===== config.mk =====
export PLATFORM = sky130hd
export DESIGN_NAME = xscale_maxpool
export DESIGN_NICKNAME = d
export VERILOG_FILES = /design/src/rtl/xsp_pkg.sv /design/src/rtl/xsp_cfg_latch.sv /design/src/rtl/xsp_walker.sv /design/src/rtl/xsp_maxacc.sv /design/src/rtl/xscale_maxpool.sv
export SDC_FILE = /design/constraint.sdc
export NUM_CORES = 1
export LEC_CHECK = 0
export BUFFER_PORTS_ARGS = -buffer_cell sky130_fd_sc_hd__buf_2
export CAP_MARGIN = 20
export CORE_MARGIN = 1
export CORE_UTILIZATION = 30
export CTS_CLUSTER_SIZE = 14
export DETAILED_ROUTE_END_ITERATION = 16
export PLACE_DENSITY = 0.46
export SLEW_MARGIN = 25
export SYNTH_ARGS = -nofsm -noshare
export SYNTH_HDL_FRONTEND = slang
export SYNTH_SLANG_ARGS = --single-unit

===== constraint.sdc =====
create_clock -name clk -period 10.65 [get_ports clk]
set_input_delay 1.5975 -clock clk [delete_from_list [all_inputs] [get_ports clk]]
set_output_delay 1.5975 -clock clk [all_outputs]
set_load 0.01 [all_outputs]

===== src/rtl/xsp_pkg.sv =====
package xsp_pkg;
  localparam int VAL_W = 32;
  typedef logic signed [VAL_W-1:0] val_t;
  localparam val_t VAL_FLOOR = {1'b1, {(VAL_W-1){1'b0}}};

  typedef enum logic [2:0] {ST_IDLE, ST_RUN, ST_WAIT, ST_OUT, ST_FIN} state_t;

  // side of pyramid level lvl, never below one
  function automatic int unsigned level_dim(int unsigned base, int unsigned lvl);
    int unsigned d;
    d = (lvl >= 32) ? 0 : (base >> lvl);
    return (d == 0) ? 1 : d;
  endfunction

  // window advance for a given window side
  function automatic int unsigned stride_of(int unsigned w);
    return (w < 2) ? 1 : (w >> 1);
  endfunction

  function automatic int unsigned clip(int unsigned v, int unsigned lo, int unsigned hi);
    if (v < lo) return lo;
    if (v > hi) return hi;
    return v;
  endfunction

  // nearest-neighbour index on the half-size grid
  function automatic int unsigned coarse_of(int unsigned c);
    return c >> 1;
  endfunction

  function automatic val_t vmax(val_t a, val_t b);
    return (b > a) ? b : a;
  endfunction
endpackage


===== src/rtl/xsp_cfg_latch.sv =====
module xsp_cfg_latch #(
  parameter int WIN_W      = 6,
  parameter int MAX_SCALES = 12,
  parameter int MAX_ORI    = 12,
  localparam int SCW = $clog2(MAX_SCALES + 1),
  localparam int OCW = $clog2(MAX_ORI + 1)
) (
  input  logic             clk,
  input  logic             rst_n,
  input  logic             load,
  input  logic [WIN_W-1:0] win_in,
  input  logic [SCW-1:0]   nsc_in,
  input  logic [OCW-1:0]   nori_in,
  output logic [WIN_W-1:0] win_q,
  output logic [SCW-1:0]   nsc_q,
  output logic [OCW-1:0]   nori_q
);
  import xsp_pkg::*;

  localparam int WIN_MAX = (1 << WIN_W) - 1;

  always_ff @(posedge clk) begin
    if (!rst_n) begin
      win_q  <= WIN_W'(1);
      nsc_q  <= SCW'(2);
      nori_q <= OCW'(1);
    end else if (load) begin
      win_q  <= WIN_W'(clip(32'(win_in), 1, WIN_MAX));
      nsc_q  <= SCW'(clip(32'(nsc_in), 2, MAX_SCALES));
      nori_q <= OCW'(clip(32'(nori_in), 1, MAX_ORI));
    end
  end
endmodule


===== src/rtl/xsp_walker.sv =====
module xsp_walker #(
  parameter int BASE_DIM   = 256,
  parameter int MAX_SCALES = 12,
  parameter int MAX_ORI    = 12,
  parameter int WIN_W      = 6,
  localparam int DW  = $clog2(BASE_DIM),
  localparam int SW  = $clog2(MAX_SCALES),
  localparam int OW  = $clog2(MAX_ORI),
  localparam int SCW = $clog2(MAX_SCALES + 1),
  localparam int OCW = $clog2(MAX_ORI + 1),
  localparam int CW  = ((DW > WIN_W) ? DW : WIN_W) + 2
) (
  input  logic             clk,
  input  logic             rst_n,
  input  logic             init,
  input  logic             adv,
  input  logic [WIN_W-1:0] win,
  input  logic [SCW-1:0]   nsc,
  input  logic [OCW-1:0]   nori,
  output logic [OW-1:0]    ori,
  output logic [SW-1:0]    pair,
  output logic [SW-1:0]    rd_scale,
  output logic [DW-1:0]    rd_y,
  output logic [DW-1:0]    rd_x,
  output logic             last_read,
  output logic             last_win,
  output logic             last_all
);
  import xsp_pkg::*;

  logic [OW-1:0] ori_q;
  logic [SW-1:0] pair_q;
  logic [CW-1:0] wy, wx, py, px;
  logic          ph;   // 0: fine scale read, 1: coarse scale read

  logic [CW-1:0] side, step, win_c, ylim, xlim, yend, xend;
  logic          wrap_x, wrap_y, pair_end, ori_end;

  always_comb begin
    side     = CW'(level_dim(BASE_DIM, 32'(pair_q)));
    step     = CW'(stride_of(32'(win)));
    win_c    = CW'(win);
    ylim     = wy + win_c;
    xlim     = wx + win_c;
    yend     = (ylim > side) ? side - CW'(1) : ylim - CW'(1);
    xend     = (xlim > side) ? side - CW'(1) : xlim - CW'(1);
    wrap_x   = (wx + step) >= side;
    wrap_y   = (wy + step) >= side;
    pair_end = (32'(pair_q) + 2) == 32'(nsc);
    ori_end  = (32'(ori_q) + 1) == 32'(nori);
  end

  assign last_read = ph && (px == xend) && (py == yend);
  assign last_win  = last_read && wrap_x && wrap_y;
  assign last_all  = last_win && pair_end && ori_end;
  assign ori       = ori_q;
  assign pair      = pair_q;
  assign rd_scale  = ph ? pair_q + SW'(1) : pair_q;
  assign rd_y      = ph ? DW'(coarse_of(32'(py))) : DW'(py);
  assign rd_x      = ph ? DW'(coarse_of(32'(px))) : DW'(px);

  always_ff @(posedge clk) begin
    if (!rst_n || init) begin
      ori_q <= '0; pair_q <= '0;
      wy <= '0; wx <= '0; py <= '0; px <= '0; ph <= 1'b0;
    end else if (adv) begin
      if (!ph) begin
        ph <= 1'b1;
      end else begin
        ph <= 1'b0;
        if (px != xend) begin
          px <= px + CW'(1);
        end else if (py != yend) begin
          px <= wx;
          py <= py + CW'(1);
        end else if (!wrap_x) begin
          wx <= wx + step;
          px <= wx + step;
          py <= wy;
        end else if (!wrap_y) begin
          wx <= '0; px <= '0;
          wy <= wy + step;
          py <= wy + step;
        end else begin
          wx <= '0; px <= '0; wy <= '0; py <= '0;
          if (!pair_end) begin
            pair_q <= pair_q + SW'(1);
          end else begin
            pair_q <= '0;
            ori_q  <= ori_q + OW'(1);
          end
        end
      end
    end
  end
endmodule


===== src/rtl/xsp_maxacc.sv =====
module xsp_maxacc (
  input  logic            clk,
  input  logic            rst_n,
  input  logic            clear,
  input  logic            din_valid,
  input  xsp_pkg::val_t   din,
  output xsp_pkg::val_t   acc
);
  import xsp_pkg::*;

  always_ff @(posedge clk) begin
    if (!rst_n || clear) acc <= VAL_FLOOR;
    else if (din_valid)  acc <= vmax(acc, din);
  end
endmodule


===== src/rtl/xscale_maxpool.sv =====
module xscale_maxpool #(
  parameter int BASE_DIM   = 256,
  parameter int MAX_SCALES = 12,
  parameter int MAX_ORI    = 12,
  parameter int WIN_W      = 6,
  localparam int DW  = $clog2(BASE_DIM),
  localparam int SW  = $clog2(MAX_SCALES),
  localparam int OW  = $clog2(MAX_ORI),
  localparam int SCW = $clog2(MAX_SCALES + 1),
  localparam int OCW = $clog2(MAX_ORI + 1),
  localparam int AW  = OW + SW + 2 * DW
) (
  input  logic                     clk,
  input  logic                     rst_n,
  input  logic                     start,
  input  logic [WIN_W-1:0]         cfg_win,
  input  logic [SCW-1:0]           cfg_nscales,
  input  logic [OCW-1:0]           cfg_nori,
  output logic                     busy,
  output logic                     done,
  output logic                     rd_en,
  output logic [AW-1:0]            rd_addr,
  input  logic [xsp_pkg::VAL_W-1:0] rd_data,
  output logic                     out_valid,
  input  logic                     out_ready,
  output logic [xsp_pkg::VAL_W-1:0] out_data,
  output logic                     out_last,
  output logic [OW-1:0]            out_ori,
  output logic [SW-1:0]            out_pair
);
  import xsp_pkg::*;

  state_t state;

  // named internal events
  logic             accept_start, out_fire, win_close;
  logic [WIN_W-1:0] cfg_win_q;
  logic [SCW-1:0]   cfg_nsc_q;
  logic [OCW-1:0]   cfg_nori_q;
  logic [OW-1:0]    w_ori;
  logic [SW-1:0]    w_pair, w_scale;
  logic [DW-1:0]    w_y, w_x;
  logic             w_last_read, w_last_win, w_last_all;
  logic             data_due, tag_all;
  val_t             acc;

  assign accept_start = (state == ST_IDLE) && start;
  assign out_fire     = (state == ST_OUT) && out_ready;
  assign win_close    = (state == ST_RUN) && w_last_read;

  xsp_cfg_latch #(.WIN_W(WIN_W), .MAX_SCALES(MAX_SCALES), .MAX_ORI(MAX_ORI)) u_cfg (
    .clk(clk), .rst_n(rst_n), .load(accept_start),
    .win_in(cfg_win), .nsc_in(cfg_nscales), .nori_in(cfg_nori),
    .win_q(cfg_win_q), .nsc_q(cfg_nsc_q), .nori_q(cfg_nori_q)
  );

  xsp_walker #(.BASE_DIM(BASE_DIM), .MAX_SCALES(MAX_SCALES), .MAX_ORI(MAX_ORI),
               .WIN_W(WIN_W)) u_walk (
    .clk(clk), .rst_n(rst_n), .init(accept_start), .adv(state == ST_RUN),
    .win(cfg_win_q), .nsc(cfg_nsc_q), .nori(cfg_nori_q),
    .ori(w_ori), .pair(w_pair), .rd_scale(w_scale), .rd_y(w_y), .rd_x(w_x),
    .last_read(w_last_read), .last_win(w_last_win), .last_all(w_last_all)
  );

  xsp_maxacc u_acc (
    .clk(clk), .rst_n(rst_n), .clear(accept_start || out_fire),
    .din_valid(data_due), .din(val_t'(rd_data)), .acc(acc)
  );

  always_ff @(posedge clk) begin
    if (!rst_n) begin
      state    <= ST_IDLE;
      data_due <= 1'b0;
      out_last <= 1'b0;
      tag_all  <= 1'b0;
      out_ori  <= '0;
      out_pair <= '0;
    end else begin
      data_due <= (state == ST_RUN);
      if (win_close) begin
        out_last <= w_last_win;
        tag_all  <= w_last_all;
        out_ori  <= w_ori;
        out_pair <= w_pair;
      end
      unique case (state)
        ST_IDLE: if (start) state <= ST_RUN;
        ST_RUN:  if (w_last_read) state <= ST_WAIT;
        ST_WAIT: state <= ST_OUT;
        ST_OUT:  if (out_ready) state <= tag_all ? ST_FIN : ST_RUN;
        ST_FIN:  state <= ST_IDLE;
        default: state <= ST_IDLE;
      endcase
    end
  end

  assign busy      = (state != ST_IDLE);
  assign done      = (state == ST_FIN);
  assign rd_en     = (state == ST_RUN);
  assign rd_addr   = {w_ori, w_scale, w_y, w_x};
  assign out_valid = (state == ST_OUT);
  assign out_data  = acc;
endmodule


==> metrics.txt <==
post-CTS sizing 0; Post-synth EDFFs 0; routed len/inst around 18 um; max-cap viol count 0; power density over the cells approximately 96 nW/um^2; Total Neg Setup Slack 0 ns; routed wire length ~34,000 um; diode count 0; Post-Synth Adder-Cell Area 0.1290; Unique masters post-synth between 90 and 100; Seq pwr share 0.390; Hold Fails Final Rpt 0; clock network power share 0.342; static leakage around 5.1 nW; die width about 190 um; XOR/XNOR share of the synthesized area 0.06830; Core ar. between 30,000 and 40,000 um^2; CTS Sinks 109; CTS Hold Bufs 0; Die H roughly 190 um; number of global-route vias before repair about 9,200; switching power 378.8 uW; TritonCTS Buffers 9; overall power roughly 1.1 mW; Power Internal roughly 720 uW; CP startpoint kind flip-flop; peak supply drop 0.08353 mV; Syn Inst Count approximately 1,300; CTS tree done; critical path arrival approximately 6.7 ns; Tmin final about 6.4 ns; area share of the largest cell type after synthesis 0.2135; RSZ-0062 raised after global routing no; largest net degree at the start of global routing 63; share of layout cells above drive strength 1 0.1477; CP dominant cell by count a21oi_1; area grow syn2layout 12.34%; post-synthesis sequential area ratio 0.2135; pre-CTS setup slack ~4.3 ns; First DRT Iteration DRCs 607; FF/Latch Area around 2200 um^2; Hold Slack roughly 0.46 ns; post-CTS setup buffers 0; met3 WL post-DR around 1200 um; Critical Path, Cell by Cell ha_1 -> and2_1 -> a311oi_1 -> a21oi_1 -> nor3_1 -> inv_1 -> ha_1 -> and3_1 -> a221oi_1 -> a21boi_1 -> a22o_1 -> a21oi_1 -> o21ai_0 -> or3b_2 -> nor4_4 -> nand4_2 -> or4_1 -> a21oi_1; Mapped Avg Cell Area 7.727 um^2; slowest CP cell nor4_4; critical path type flip-flop to flip-flop; DIE AREA between 30,000 and 40,000 um^2; CP peak stage delay between 0.7 and 0.8 ns; Multi-input gate area between 7000 and 8000 um^2; Final Skew 0.01748 ns; std cell rows 67; main combinational cell family by area after synthesis simple AND/OR/NAND/NOR gates; Fillers between 3,000 and 4,000; setup violators final 0; vias post-DR 9,593; # nets final 1,536; antenna violations before repair 0; main area contributors after synthesis dfxtp_1, ha_1, nand2_1, mux2i_1, xnor2_1; Initial Util 0.3049; combinational power share 0.268; global-route wire length before repair 52,820 um; Reg clk slew, reported paths 0.09 ns; Setup WS post-layout 4.287 ns; Met1 Routed Length about 16,000 um; Net Sw Frac 0.3439; H-tree depth 3; post-route clock period utilization 0.5974; crit-path max FO 15; Compound-Gate Fraction of Synth Area 0.2040; Finished Core Util 0.3425; Slew @ Worst Pin around 1.0 ns; detailed placer's ending HPWL between 20,000 and 30,000 um; Worst-Skew Late Latency around 0.39 ns; Hold Path Class flip-flop to flip-flop; post-synthesis simple-gate area fraction 0.2443; met2 WL about 16,000 um; GRT Total Usage 0.1929; root buf cell clkbuf_16; Yosys Warn Count 0; Max-slew headroom 0.2974; leading area contributor after synthesis dfxtp_1; top_reg_cell synth dfxtp_1; Final Max Tran Viols 0; first-pass detailed-route iteration total 5; Routability Congestion between 0.8 and 0.9; Residual DRC 0; Crit. End Element flip-flop; syn_nets approximately 1,500; run status complete, no violations; GR Overflow Total 0; Antenna Nets Post-Route 0; Seq cells post-synth ~110; fmax around 0.16 GHz; vias per cell approximately 5.2; asr flop ratio synth 0; Port Buffer Count around 120; maximum clock path buffer count 2; CP required 10.96 ns; post-synthesis cell area slightly above 10,000 um^2; Ports between 100 and 150; Top Layer Used met4; mux share of post-synthesis cell area 0.07907
==> power by group through the flow <==
stage	Combinational (mW)	Sequential, mW	Clock, mW
after floorplan	0.209	0.437	0
after detailed placement	0.294	0.439	0
after global placement	0.295	0.439	0
after CTS	0.296	0.429	0.394
final	0.295	0.429	0.377
after global routing	0.326	0.431	0.403
==> through the flow <==
| stage | cells | instance area, um^2 |
|---|---|---|
| floorplan | 1323 | 10220 |
| global placement | 1820 | 11170 |
| detailed placement | 1820 | 11170 |
| CTS | 1836 | 11480 |
| global route | 1836 | 11480 |
| finish | 1836 | 11480 |
==> final timing paths <==
kind / start / endpoint / slack (ns) / cells after the start
setup reg to reg: u_cfg.win_q[4] / u_walk.ori[3] / 4.29 / 18
hold reg to reg: tag_all / state[2] / 0.46 / 2
hold / removal: tag_all / state[2] / 0.46 / 2
setup / recovery: u_cfg.win_q[4] / u_walk.ori[3] / 4.29 / 18
==> area by class of cell <==
cell class              count  share of cell area
clock buffers              10             0.02081
clock inverters             6            0.005884
inverters                  85             0.02778
multi-input cells        1049              0.6481
flip-flops and latches    109              0.1900
well taps                 448             0.04881
repair buffers            129             0.05862
==> kinds of logic after synthesis <==
family,count (synthesis)
adder cells (fa/ha/maj),103
buffers and inverters,165
XOR/XNOR,75
AO/OA/AOI/OAI,305
AND/OR/NAND/NOR,487
multiplexers,79
flip-flops,109
==> layer usage <==
metal | up-vias | track usage
li1 | 4840 | -
met1 | 4510 | 0.2454
met2 | 201 | 0.3302
met3 | 42 | 0.02577
met4 | 0 | 0.07251
met5 | - | 0
==> state kept, by name, indices dropped and copies added (netlist names), 6 cells and up <==
signal,count
u_acc.acc,32
u_walk.px,10
u_walk.py,10
u_walk.wx,10
u_walk.wy,10
u_cfg.win_q,6
==> worst max-delay path: cells and delay by family, from the launching register on <==
family          cells  cell delay, ns
flops               1            0.48
simple gates        7            3.06
compound gates      8            1.86
fa+ha+maj           2            0.75
buf+inv             1            0.09
==> cells in the mapped netlist, drive strengths merged (8+ instances only) <==
master    n
dfxtp   109
clkbuf   69
nand2   185
o22ai     8
a21oi    71
buf      11
a21o     31
o21a     11
or2      17
xor2     24
nor2b    22
and3     14
inv      85
mux2     14
nand2b   14
nand4    26
xnor2    48
nand3    40
o21ai    58
o31ai    11
a21boi   17
mux2i    65
nor2     62
or3      14
o211ai   16
ha       99
nor3     23
and2     24
==> placed cells by master (no fill, tap or decap), types with 12 or more instances in the layout <==
cell and count:
and3_1 14, o21ai_0 54, mux2i_1 65, mux2_2 14, nor2b_1 21, a21oi_1 70
ha_1 99, xor2_1 24, and2_1 22, nand2_1 185, or3_1 12, nor3_1 23
or2_2 16, buf_2 118, inv_1 83, dfxtp_1 109, xnor2_1 48, nand2b_1 14
nand4_1 25, a21boi_0 15, nor2_1 60, o211ai_1 16, a21o_1 31, nand3_1 38
Note: power is estimated with default switching activity, not from simulation.
